===== src/rtl/sram_ctrl_pkg.sv =====
`timescale 1ns/1ps
package sram_ctrl_pkg;

  typedef enum logic [2:0] {
    SEQ_IDLE    = 3'd0,
    SEQ_TURN    = 3'd1,
    SEQ_WSETUP  = 3'd2,
    SEQ_WSTROBE = 3'd3,
    SEQ_WHOLD   = 3'd4,
    SEQ_RSETUP  = 3'd5,
    SEQ_RACCESS = 3'd6
  } seq_state_e;

  // phase lengths below one cycle are raised to one
  function automatic int unsigned min_one(input int unsigned n);
    return (n == 0) ? 1 : n;
  endfunction

  function automatic int unsigned max_of4(input int unsigned a, input int unsigned b,
                                          input int unsigned c, input int unsigned d);
    int unsigned m;
    m = a;
    if (b > m) m = b;
    if (c > m) m = c;
    if (d > m) m = d;
    return m;
  endfunction

endpackage


===== src/rtl/sram_phase_timer.sv =====
`timescale 1ns/1ps
module sram_phase_timer #(
  parameter int unsigned CNT_W = 2
) (
  input  logic             clk,
  input  logic             rst_n,
  input  logic             load,
  input  logic [CNT_W-1:0] load_val,
  output logic             last
);

  logic [CNT_W-1:0] cnt_q;
  logic [CNT_W-1:0] cnt_d;

  always_comb begin
    cnt_d = cnt_q;
    if (load)
      cnt_d = load_val;
    else if (cnt_q != '0)
      cnt_d = cnt_q - 1'b1;
  end

  always_ff @(posedge clk or negedge rst_n) begin
    if (!rst_n) cnt_q <= '0;
    else        cnt_q <= cnt_d;
  end

  assign last = (cnt_q == '0);

endmodule


===== src/rtl/sram_seq_fsm.sv =====
`timescale 1ns/1ps
module sram_seq_fsm
  import sram_ctrl_pkg::*;
#(
  parameter int unsigned SETUP_N  = 1,
  parameter int unsigned STROBE_N = 2,
  parameter int unsigned ACCESS_N = 2,
  parameter int unsigned TURN_N   = 1,
  parameter int unsigned CNT_W    = 2
) (
  input  logic             clk,
  input  logic             rst_n,
  input  logic             start,
  input  logic             start_write,
  input  logic             phase_last,
  output seq_state_e       state,
  output logic             timer_load,
  output logic [CNT_W-1:0] timer_val,
  output logic             capture
);

  seq_state_e state_q, state_d;
  logic       after_read_q, after_read_d;

  function automatic logic [CNT_W-1:0] phase_len_m1(input seq_state_e s);
    int unsigned len;
    case (s)
      SEQ_TURN:                len = TURN_N;
      SEQ_WSETUP, SEQ_RSETUP:  len = SETUP_N;
      SEQ_WSTROBE:             len = STROBE_N;
      SEQ_RACCESS:             len = ACCESS_N;
      default:                 len = 1;
    endcase
    return CNT_W'(len - 1);
  endfunction

  always_comb begin
    state_d      = state_q;
    after_read_d = after_read_q;
    case (state_q)
      SEQ_IDLE: begin
        if (start) begin
          if (!start_write)     state_d = SEQ_RSETUP;
          else if (after_read_q) state_d = SEQ_TURN;
          else                  state_d = SEQ_WSETUP;
        end
      end
      SEQ_TURN:    if (phase_last) state_d = SEQ_WSETUP;
      SEQ_WSETUP:  if (phase_last) state_d = SEQ_WSTROBE;
      SEQ_WSTROBE: if (phase_last) state_d = SEQ_WHOLD;
      SEQ_WHOLD:                   state_d = SEQ_IDLE;
      SEQ_RSETUP:  if (phase_last) state_d = SEQ_RACCESS;
      SEQ_RACCESS: if (phase_last) state_d = SEQ_IDLE;
      default:                     state_d = SEQ_IDLE;
    endcase
    if (state_q == SEQ_RACCESS && state_d == SEQ_IDLE) after_read_d = 1'b1;
    if (state_d == SEQ_WSETUP)                         after_read_d = 1'b0;
  end

  always_ff @(posedge clk or negedge rst_n) begin
    if (!rst_n) begin
      state_q      <= SEQ_IDLE;
      after_read_q <= 1'b0;
    end else begin
      state_q      <= state_d;
      after_read_q <= after_read_d;
    end
  end

  assign state      = state_q;
  assign timer_load = (state_d != state_q);
  assign timer_val  = phase_len_m1(state_d);
  assign capture    = (state_q == SEQ_RACCESS) && phase_last;

endmodule


===== src/rtl/sram_rd_capture.sv =====
`timescale 1ns/1ps
module sram_rd_capture #(
  parameter int unsigned DATA_W = 16,
  parameter int unsigned LANES  = DATA_W / 8
) (
  input  logic              clk,
  input  logic              rst_n,
  input  logic              capture,
  input  logic [LANES-1:0]  lane_en,
  input  logic [DATA_W-1:0] bus_in,
  output logic [DATA_W-1:0] rdata,
  output logic              rvalid
);

  logic [DATA_W-1:0] masked;
  logic [DATA_W-1:0] rdata_q;
  logic              rvalid_q;

  for (genvar g = 0; g < LANES; g++) begin : g_lane
    assign masked[g*8 +: 8] = lane_en[g] ? bus_in[g*8 +: 8] : 8'h00;
  end

  always_ff @(posedge clk or negedge rst_n) begin
    if (!rst_n) begin
      rdata_q  <= '0;
      rvalid_q <= 1'b0;
    end else begin
      rvalid_q <= capture;
      if (capture) rdata_q <= masked;
    end
  end

  assign rdata  = rdata_q;
  assign rvalid = rvalid_q;

endmodule


===== src/rtl/sram_ctrl.sv =====
`timescale 1ns/1ps
module sram_ctrl
  import sram_ctrl_pkg::*;
#(
  parameter int unsigned ADDR_W     = 15,
  parameter int unsigned DATA_W     = 16,
  parameter int unsigned SETUP_CYC  = 1,
  parameter int unsigned STROBE_CYC = 2,
  parameter int unsigned ACCESS_CYC = 2,
  parameter int unsigned TURN_CYC   = 1
) (
  input  logic              clk,
  input  logic              rst_n,
  input  logic              req_valid,
  input  logic              req_write,
  input  logic [ADDR_W-1:0] req_addr,
  input  logic [DATA_W-1:0] req_wdata,
  input  logic [1:0]        req_be,
  output logic              req_ready,
  output logic              rsp_valid,
  output logic [DATA_W-1:0] rsp_rdata,
  output logic              mem_ce_n,
  output logic              mem_oe_n,
  output logic              mem_we_n,
  output logic              mem_lb_n,
  output logic              mem_ub_n,
  output logic [ADDR_W-1:0] mem_addr,
  output logic [DATA_W-1:0] mem_dq_o,
  input  logic [DATA_W-1:0] mem_dq_i,
  output logic              mem_dq_oe
);

  localparam int unsigned SETUP_N  = min_one(SETUP_CYC);
  localparam int unsigned STROBE_N = min_one(STROBE_CYC);
  localparam int unsigned ACCESS_N = min_one(ACCESS_CYC);
  localparam int unsigned TURN_N   = min_one(TURN_CYC);
  localparam int unsigned LONGEST  = max_of4(SETUP_N, STROBE_N, ACCESS_N, TURN_N);
  localparam int unsigned CNT_W    = (LONGEST < 2) ? 1 : $clog2(LONGEST);

  seq_state_e        state;
  logic              accept;
  logic              timer_load;
  logic [CNT_W-1:0]  timer_val;
  logic              phase_last;
  logic              capture;

  logic [ADDR_W-1:0] addr_q;
  logic [DATA_W-1:0] wdata_q;
  logic [1:0]        be_q;
  logic              in_write;
  logic              in_read;

  assign req_ready = (state == SEQ_IDLE);
  assign accept    = req_valid && req_ready;

  // request registers, loaded only on an accepting edge
  always_ff @(posedge clk or negedge rst_n) begin
    if (!rst_n) begin
      addr_q  <= '0;
      wdata_q <= '0;
      be_q    <= '0;
    end else if (accept) begin
      addr_q  <= req_addr;
      wdata_q <= req_wdata;
      be_q    <= req_be;
    end
  end

  sram_seq_fsm #(
    .SETUP_N (SETUP_N),
    .STROBE_N(STROBE_N),
    .ACCESS_N(ACCESS_N),
    .TURN_N  (TURN_N),
    .CNT_W   (CNT_W)
  ) fsm_i (
    .clk        (clk),
    .rst_n      (rst_n),
    .start      (accept),
    .start_write(req_write),
    .phase_last (phase_last),
    .state      (state),
    .timer_load (timer_load),
    .timer_val  (timer_val),
    .capture    (capture)
  );

  sram_phase_timer #(.CNT_W(CNT_W)) timer_i (
    .clk     (clk),
    .rst_n   (rst_n),
    .load    (timer_load),
    .load_val(timer_val),
    .last    (phase_last)
  );

  sram_rd_capture #(.DATA_W(DATA_W), .LANES(2)) cap_i (
    .clk    (clk),
    .rst_n  (rst_n),
    .capture(capture),
    .lane_en(be_q),
    .bus_in (mem_dq_i),
    .rdata  (rsp_rdata),
    .rvalid (rsp_valid)
  );

  assign in_write = (state == SEQ_WSETUP) || (state == SEQ_WSTROBE) || (state == SEQ_WHOLD);
  assign in_read  = (state == SEQ_RSETUP) || (state == SEQ_RACCESS);

  assign mem_ce_n  = !(in_write || in_read);
  assign mem_we_n  = (state != SEQ_WSTROBE);
  assign mem_oe_n  = (state != SEQ_RACCESS);
  assign mem_lb_n  = !((in_write || in_read) && be_q[0]);
  assign mem_ub_n  = !((in_write || in_read) && be_q[1]);
  assign mem_addr  = addr_q;
  assign mem_dq_o  = wdata_q;
  assign mem_dq_oe = in_write;

endmodule


===== config.mk =====
export PLATFORM = sky130hd
export DESIGN_NAME = sram_ctrl
export DESIGN_NICKNAME = d
export VERILOG_FILES = /design/src/rtl/sram_ctrl_pkg.sv /design/src/rtl/sram_phase_timer.sv /design/src/rtl/sram_seq_fsm.sv /design/src/rtl/sram_rd_capture.sv /design/src/rtl/sram_ctrl.sv
export SDC_FILE = /design/constraint.sdc
export NUM_CORES = 1
export LEC_CHECK = 0
export CAP_MARGIN = 20
export CORE_ASPECT_RATIO = 1.2
export CORE_MARGIN = 4
export CORE_UTILIZATION = 38
export DETAILED_ROUTE_END_ITERATION = 6
export HOLD_SLACK_MARGIN = 0.05
export PLACE_DENSITY = 0.76
export RECOVER_POWER = 25
export SYNTH_ARGS = -nofsm -noshare
export SYNTH_HDL_FRONTEND = slang
export SYNTH_HIERARCHICAL = 1
export SYNTH_SLANG_ARGS = --single-unit

===== constraint.sdc =====
create_clock -name clk -period 2 [get_ports clk]
set_input_delay 0.4 -clock clk [delete_from_list [all_inputs] [get_ports clk]]
set_output_delay 0.4 -clock clk [all_outputs]
set_load 0.02 [all_outputs]

Word level (Yosys, flattened, before mapping)
Index checks and enable logic that the tools add are counted.
{ "word_totals": {"romBits": 0, "inputBits": 53, "elab_cells": 55, "latchBits": 0, "mem_count": 0, "ramBits": 0, "ff_bits": 55, "output_inout_bits": 55} }
{ "op_classes": {"eq_ne": 12, "n_reduce_logical": 16, "mux": 16, "multipliers": 0, "n_addsub": 2, "shift": 0, "bitwise": 1, "n_div": 0, "order_cmp": 0} }
{ "ops": {"columns": ["cell", "n"], "rows": [
  ["3-bit 2-to-1 mux", 7],
  ["3-bit one-hot mux with 6 select lines", 1],
  ["8-bit 2-to-1 mux", 2],
  ["3-bit by 2-bit == test with 1-bit output, second input constant", 4],
  ["3-bit == test, second input constant", 4],
  ["3-bit logical NOT", 2],
  ["1-bit logical AND", 5],
  ["1-bit 2-to-1 mux", 5],
  ["1-bit logical OR", 4],
  ["3-bit by 1-bit == test with 1-bit output, second input constant", 1],
  ["1-bit logical NOT", 3],
  ["3-bit by 2-bit != test with 1-bit output, second input constant", 1],
  ["3-bit != test", 1],
  ["3-bit != test, second input constant", 1],
  ["2-bit 2-to-1 mux", 1],
  ["2-bit nonzero test", 1],
  ["2-bit OR reduction", 1],
  ["1-bit subtractor, second input constant", 2],
  ["1-bit NOT", 1]
]} }

Depth between registers and ports, before layout
Gate-level depths: netlist of the first run.
{ "logic_depth": {"depth_word": 9, "depth_mapped": 8, "depth_no_buf": 6} }

Hierarchy
Netlist of the first run, hierarchy kept.
{ "by_module_without_submodules": {"columns": ["module", "instances", "cells_each", "area_each_um2", "seq_area_each_um2"], "rows": [
  ["sram_ctrl", 1, 82, 1438.9, 825.8],
  ["sram_rd_capture", 1, 70, 673.1, 425.4],
  ["sram_seq_fsm", 1, 35, 309.0, 100.1],
  ["sram_phase_timer", 1, 3, 35.0, 25.0]
]} }

Worst setup path after synthesis of the first run
OpenSTA, ideal clock, no wires.
{ "synth_timing": {"path_kind": "register -> register", "start": "register fsm_i.state_q[2] (netlist: fsm_i/state[2])", "end": "register timer_i.cnt_q", "stages_incl_launch_ff": 9, "arrival_ns": 1.982, "slack_ns": -0.048, "period_less_slack_ns": 2.048, "t_required_ns": 1.934, "n_path_buf": 2, "setup_ns": 0.066, "cell_sequence": "dfrtp_1 -> buf_2 -> nor4b_4 -> buf_6 -> nor3b_2 -> nor3b_1 -> a211oi_2 -> a21boi_1 -> and2_1"} }
{ "synth_between": {"elab_chain_len": 9, "word_cells_on_any_way": 21, "classes_between": "add/sub: 1; eq/ne: 8; mux: 9; reduce/logical: 3"} }
{ "synth_rtl": {"columns": ["item", "line", "text"], "rows": [
  ["start: declaration", "sram_seq_fsm.sv:22", "seq_state_e state_q, state_d;"],
  ["start signal: assignment", "sram_seq_fsm.sv:65", "state_q <= state_d;"],
  ["3-bit logical NOT *", "sram_ctrl.sv:53", "assign req_ready = (state == SEQ_IDLE);"],
  ["1-bit logical AND *", "sram_ctrl.sv:54", "assign accept = req_valid && req_ready;"],
  ["net accept", "sram_ctrl.sv:41", "logic accept;"],
  ["3-bit 2-to-1 mux *", "sram_seq_fsm.sv:42", "if (start) begin"],
  ["3-bit one-hot mux with 6 select lines *", "sram_seq_fsm.sv:40", "case (state_q)"],
  ["3-bit by 2-bit == test with 1-bit output / 3-bit == test (equally long branches)", "sram_seq_fsm.sv:27", "case (s)"],
  ["2-bit OR reduction (no line) *", null, null],
  ["1-bit 2-to-1 mux *", "sram_seq_fsm.sv:27", null],
  ["1-bit subtractor *", "sram_seq_fsm.sv:34", "return CNT_W'(len - 1);"],
  ["net timer_val", "sram_ctrl.sv:43", "logic [CNT_W-1:0] timer_val;"],
  ["1-bit 2-to-1 mux *", "sram_phase_timer.sv:17", "if (load)"],
  ["net timer_i.cnt_d", "sram_phase_timer.sv:13", "logic [CNT_W-1:0] cnt_d;"],
  ["end signal: assignment", "sram_phase_timer.sv:25", "else cnt_q <= cnt_d;"],
  ["end: declaration", "sram_phase_timer.sv:12", "logic [CNT_W-1:0] cnt_q;"]
]} }
Mark *: on every way through the listed nets, which the timed path passes. The rest lies on a longest branch.
A chain may end at the register's enable or synchronous reset.

Worst setup path in the final report of the first run
{ "layout_timing": {"start": "register fsm_i.state_q[1] (netlist: fsm_i/state[1])", "end": "output port mem_ub_n"} }
{ "layout_between": {"elab_chain_len": 6, "word_cells_on_any_way": 11, "classes_between": "eq/ne: 5; reduce/logical: 6"} }
{ "layout_rtl": {"columns": ["item", "line", "text"], "rows": [
  ["3-bit by 2-bit == test with 1-bit output", "sram_ctrl.sv:105", "assign in_write = (state == SEQ_WSETUP) || (state == SEQ_WSTROBE) || (state == SEQ_WHOLD);"],
  ["1-bit logical OR (2 in series)", "sram_ctrl.sv:105", null],
  ["1-bit logical OR *", "sram_ctrl.sv:112", "assign mem_ub_n = !((in_write || in_read) && be_q[1]);"],
  ["1-bit logical AND *", "sram_ctrl.sv:112", null],
  ["1-bit logical NOT *", "sram_ctrl.sv:112", null],
  ["end: declaration", "sram_ctrl.sv:26", "output logic mem_ub_n,"]
]} }
Mark *: on every way between the ends. The rest lies on a longest branch, timed or not.

==> reports/qor.txt, run 1 <==
initial antenna violation count: 0
Worst path max stage delay: 0.50 ns
clock insertion delay at the later pin of the skew report: 0.30 ns
Final Hold Fails: 0
antenna viol nets, final: 0
Hold WC Path Type: input pin to asynchronous set/reset pin
Commonest cells post-synth: 55 x dfrtp_1, 29 x mux2_4, 20 x inv_1, 19 x o21ai_0, 17 x nand3_1
initial drt markers: 87
Final Cycle Share: 0.949
FMAX: 527 MHz
Synth area leader: dfrtp_1
unrepaired setup endpoints after global routing: false
routed vias: 1861
Cell Chain, Critical Path: buf_4 > o211ai_1 > dlygate4sd2_1
Top delay family on crit path: buffers and inverters
max-cap violations: 0
# hold bufs at CTS: 0
CTS Sinks: 55
Die Span X: 81.4 um
critical path startpoint: fsm_i/state[1]
via/cell ratio: 4.74
Worst setup SP type: register
power density cells: 1590 nW/um^2
HPWL Detailed: 4400 um
GRT Total Usage: 0.156
Reg clk slew, reported paths: 0.10 ns
Post-Syn Instances: 190
Remaining Overflow, GRT: 0
CP Max Fanout: 10
Inserted Diodes: 0
area share of the largest cell type after synthesis: 0.560
TritonRoute pass-1 iters: 4
syn_area_per_cell: 12.9 um^2
Post-synth ARST share: 1.00
EDFF count, synth: 0
Seq/Total Area, Yosys: 0.560
Worst Setup EP: mem_ub_n
drc violations: 0
main area contributors after synthesis: dfrtp_1 56%, mux2_4 18%, o21ai_0 3.9%
clock root cell: clkbuf_8
final WL: 5900 um
FF-to-FF setup slack: 0.16 ns
Setup CP Type: register to primary output
Syn Nets: 243
status: completed
Max-slew headroom: 0.223
CTS tree: built
stages on the worst setup path: 3
drt wl/cell: 15.0 um
CP max stage cell: dfrtp_2
setup_tns: 0 ns
Port Buf Inserts: 107
r2r startpoint: fsm_i/state[2]
total CTS buffers: 5
Hold WS: 0.302 ns
reg2reg path depth: 4
crit path capture type: primary output
required time worst endpoint: 1.60 ns
Tmin final: 1.90 ns
slew of the pin with the lowest slew margin: 1.17 ns
largest net degree at the start of global routing: 23
vias in the first global route: 1898
Rows: 31
synth unique cells: 32
final-stage net count: 363
Final Wtd Congestion: 0.788
final core utilization: 0.613
Peak VDD IR: 0.604 mV
Cell Area, Synth: 2460 um^2
YS warnings: 6
global-route wire length before repair: 9290 um
FF+latch count, synth: 55
height of the die: 96.1 um
final setup fails: 0
Clock Skew: 0.00350 ns
cell with the most instances after synthesis: dfrtp_1
dpl ws: -0.0334 ns
CTS H-Tree Depth: 2
Synth-to-Final Area Change: 53.8%
Lkg Pwr: 0.00165 uW
Most used DFF post-synth: dfrtp_1
Die Area: 7820 um^2
Buf/Inv on CP: 2
I/O pins: 108
max-slew violation count: 0
CTS max path bufs: 2
worst r2r dst: mem_dq_o[15]
WP data arrival: 1.50 ns
fin worst setup slack: 0.103 ns
layout cells sized above 1: 0.212
initial core utilization: 0.398
Placeable Area: 6170 um^2
## flip-flops by register name, summed over array words and instances (netlist names)
name	cells
mem_addr	15
mem_dq_o	16
be_q	2
fsm_i/state	3
fsm_i/after_read_q	1
cap_i/rvalid	1
cap_i/rdata	16
timer_i/cnt_q	1
## placed cells by master (no fill, tap or decap), types with 3 or more instances in the layout
master and instances:
a21oi_1 4, buf_4 16, clkbuf_8 6, clkdlybuf4s50_1 99, dfrtp_1 53, dlygate4sd2_1 6
inv_1 20, mux2_2 4, mux2_4 29, nand3_1 17, nor2_1 3, nor2b_1 3
o21ai_0 19
## power by group
| group | internal (uW) | switching, uW |
|---|---|---|
| Clock | 412 | 358 |
| Sequential | 1610 | 314 |
| Combinational | 1790 | 1520 |
## through the flow
stage / total power, uW / instance area (um^2) / instances
2_1_floorplan: 3860 / 2470 / 190
3_3_place_gp: 5200 / 3640 / 381
3_5_place_dp: 5270 / 3640 / 381
4_1_cts: 6070 / 3780 / 393
5_1_grt: 6370 / 3780 / 393
6_report: 6010 / 3780 / 393
## area by class of cell
class / instances / area, um^2
clock inverters: 2 / 38.8
repair buffers: 125 / 1190
multi-input cells: 103 / 913
flip-flops and latches: 55 / 1380
fillers: 486 / 2390
well taps: 82 / 103
clock buffers: 6 / 82.6
inverters: 20 / 75.1
## how the worst min path moves through the flow
stage	endpoint	slack, ns	depth (start not counted)
after floorplan	be_q[0]	0.10	0
after global routing	mem_dq_o[11]	0.41	1
after CTS	cap_i/rvalid	0.06	1
after detailed placement	mem_addr[12]	0.40	1
final	mem_addr[12]	0.30	1
after global placement	mem_addr[12]	0.39	1
## cells by family after synthesis
| logic type | synth area share |
|---|---|
| AOI/OAI and AO/OA | 0.0795 |
| buffers and inverters | 0.0698 |
| DFF | 0.560 |
| and+or+nand+nor | 0.0948 |
| muxes | 0.196 |
## per-layer routing
layer	global-route usage	part of all wire	vias up
li1	-	-	886
met1	0.197	0.41	901
met2	0.259	0.50	63
met3	0.0375	0.073	11
met4	0.0521	0.016	0
met5	0	0	-
## what timing repair did
action                                  in CTS  in global routing
setup buffers                                4                  0
endpoints found under the hold margin        0                  0
endpoints found under the setup margin       7                  1
resized for setup                            8                  1
No activity file was read; power rests on OpenSTA's default activity.
==> run 2: changes to the inputs <==
--- a/config.mk
+++ b/config.mk
@@ -13,6 +13,7 @@
 export HOLD_SLACK_MARGIN = 0.05
 export PLACE_DENSITY = 0.76
 export RECOVER_POWER = 25
+export SKIP_LAST_GASP = 1
 export SYNTH_ARGS = -nofsm -noshare
 export SYNTH_HDL_FRONTEND = slang
 export SYNTH_HIERARCHICAL = 1
==> run 2 against run 1 <==
Effect of this change:
- fmax increased by 0.18%
- sequential cell count unchanged
- sequential share of layout area about the same
- sequential power about the same
- largest power group unchanged
- largest cell class unchanged
- clock power about the same
- final area about the same
- clock skew about the same
- via count about the same
==> reports/qor.txt, run 2 (same netlist as run 1, synthesis figures left out) <==
status: completed
final setup fails: 0
Worst path max stage delay: 0.50 ns
antenna viol nets, final: 0
global-route wire length before repair: 9290 um
required time worst endpoint: 1.60 ns
finished layout cell area: 3780 um^2
via/cell ratio: 4.74
Cells after DPL: 381
HPWL Detailed: 4400 um
fin worst setup slack: 0.106 ns
non-filler cells, final: 393
Sw Pwr: 2190 uW
Synth-to-Final Area Change: 54.0%
Port Buf Inserts: 107
Clock Skew: 0.00349 ns
drt wl/cell: 15.0 um
CTS Sinks: 55
dpl cell area: 3640 um^2
CTS max path bufs: 2
slew of the pin with the lowest slew margin: 1.18 ns
CTS tree: built
clock insertion delay at the later pin of the skew report: 0.30 ns
max-cap violations: 0
routed vias: 1862
dpl ws: -0.0334 ns
crit path capture type: primary output
most common cell after layout, fill and taps aside: clkdlybuf4s50_1
Setup CP Type: register to primary output
Sequential Power Share: 0.320
Final Cycle Share: 0.947
initial core utilization: 0.398
max-slew violation count: 0
clock root cell: clkbuf_8
Placeable Area: 6170 um^2
Tmin final: 1.89 ns
final-stage net count: 363
Final Wtd Congestion: 0.788
power density cells: 1590 nW/um^2
CTS H-Tree Depth: 2
WP data arrival: 1.49 ns
CP max stage cell: dfrtp_2
Die Span X: 81.4 um
final WL: 5910 um
Comb power frac: 0.552
TritonRoute pass-1 iters: 4
GRT Total Usage: 0.156
initial drt markers: 84
CP Max Fanout: 10
most frequent cells in the layout: 99 x clkdlybuf4s50_1, 53 x dfrtp_1, 29 x mux2_4
Clk network pwr share: 0.128
Worst setup SP type: register
Hold WC Path Type: input pin to asynchronous set/reset pin
Remaining Overflow, GRT: 0
Cell Chain, Critical Path: buf_4 > o211ai_1 > dlygate4sd2_1
Reg clk slew, reported paths: 0.10 ns
Max-slew headroom: 0.210
Inserted Diodes: 0
total CTS buffers: 5
Sw Ratio: 0.365
internal power: 3820 uW
layout cells sized above 1: 0.212
Final Hold Fails: 0
largest net degree at the start of global routing: 23
Peak VDD IR: 0.604 mV
I/O pins: 108
Rows: 31
height of the die: 96.1 um
vias in the first global route: 1898
Die Area: 7820 um^2
FMAX: 528 MHz
drc violations: 0
unrepaired setup endpoints after global routing: false
initial antenna violation count: 0
Lkg Pwr: 0.00166 uW
[run 2: changes by cell type in the layout (fill, tap and decap cells not counted)]
cell / before / now
dlygate4sd2_1: 6 / 5
dlymetal6s2s_1: 0 / 1
[run 2: power groups by stage]
stage | clock, uW | combinational, uW | sequential [uW]
2_1_floorplan | 0 | 1410 | 2450
3_3_place_gp | 0 | 3250 | 1960
3_5_place_dp | 0 | 3300 | 1960
4_1_cts | 797 | 3350 | 1930
5_1_grt | 850 | 3530 | 1990
6_report | 770 | 3320 | 1930
[run 2: per-layer routing]
| metal | routed length [um] | GRT usage | up-vias |
|---|---|---|---|
| li1 | - | - | 886 |
| met1 | 2410 | 0.197 | 900 |
| met2 | 2970 | 0.259 | 65 |
| met3 | 433 | 0.0375 | 11 |
| met4 | 93 | 0.0521 | 0 |
| met5 | 0 | 0 | - |
[run 2: path summary, 6_finish.rpt]
| kind | start | to | slack [ns] | cells after the start |
|---|---|---|---|---|
| max | fsm_i/state[1] | mem_ub_n | 0.11 | 3 |
| min | rst_n | mem_addr[12] | 0.31 | 1 |
| max reg2reg | fsm_i/state[2] | mem_dq_o[15] | 0.16 | 4 |
| min reg2reg | mem_dq_o[12] | mem_dq_o[12] | 0.51 | 1 |
| max in group asynchronous | rst_n | mem_dq_o[13] | 0.58 | 2 |
| min in group clk | mem_dq_o[12] | mem_dq_o[12] | 0.51 | 1 |
[run 2: final cells by class]
type                            count  area (um^2)
Fill cell                         484         2380
Sequential cell                    55         1380
Timing Repair Buffer              125         1190
Multi-Input combinational cell    103          913
Tap cell                           82          103
Clock buffer                        6         82.6
Inverter                           20         75.1
Clock inverter                      2         38.8
[run 2: worst max-delay path: cells and delay by family, from the launching register on]
kind / cells / cell delay (ns)
buf+inv: 2 / 0.54
compound gates: 1 / 0.16
flops: 1 / 0.50
[run 2: per-stage QoR]
stage	power, uW	hold WS (ns)	utilization	setup TNS [ns]
detailed placement	5270	0.397	0.590	-0.0792
global route	6370	0.407	0.613	0
CTS	6080	0.0566	0.614	-0.0960
finish	6010	0.310	0.613	0
global placement	5200	0.387	0.590	-0.0217
floorplan	3860	0.104	-	0
[run 2: repair_timing]
item	in CTS	in global routing
resized for setup	7	2
setup buffers	4	0
setup endpoints to repair	7	2
gates cloned	0	0
pin swaps	0	0
hold buffers	0	0
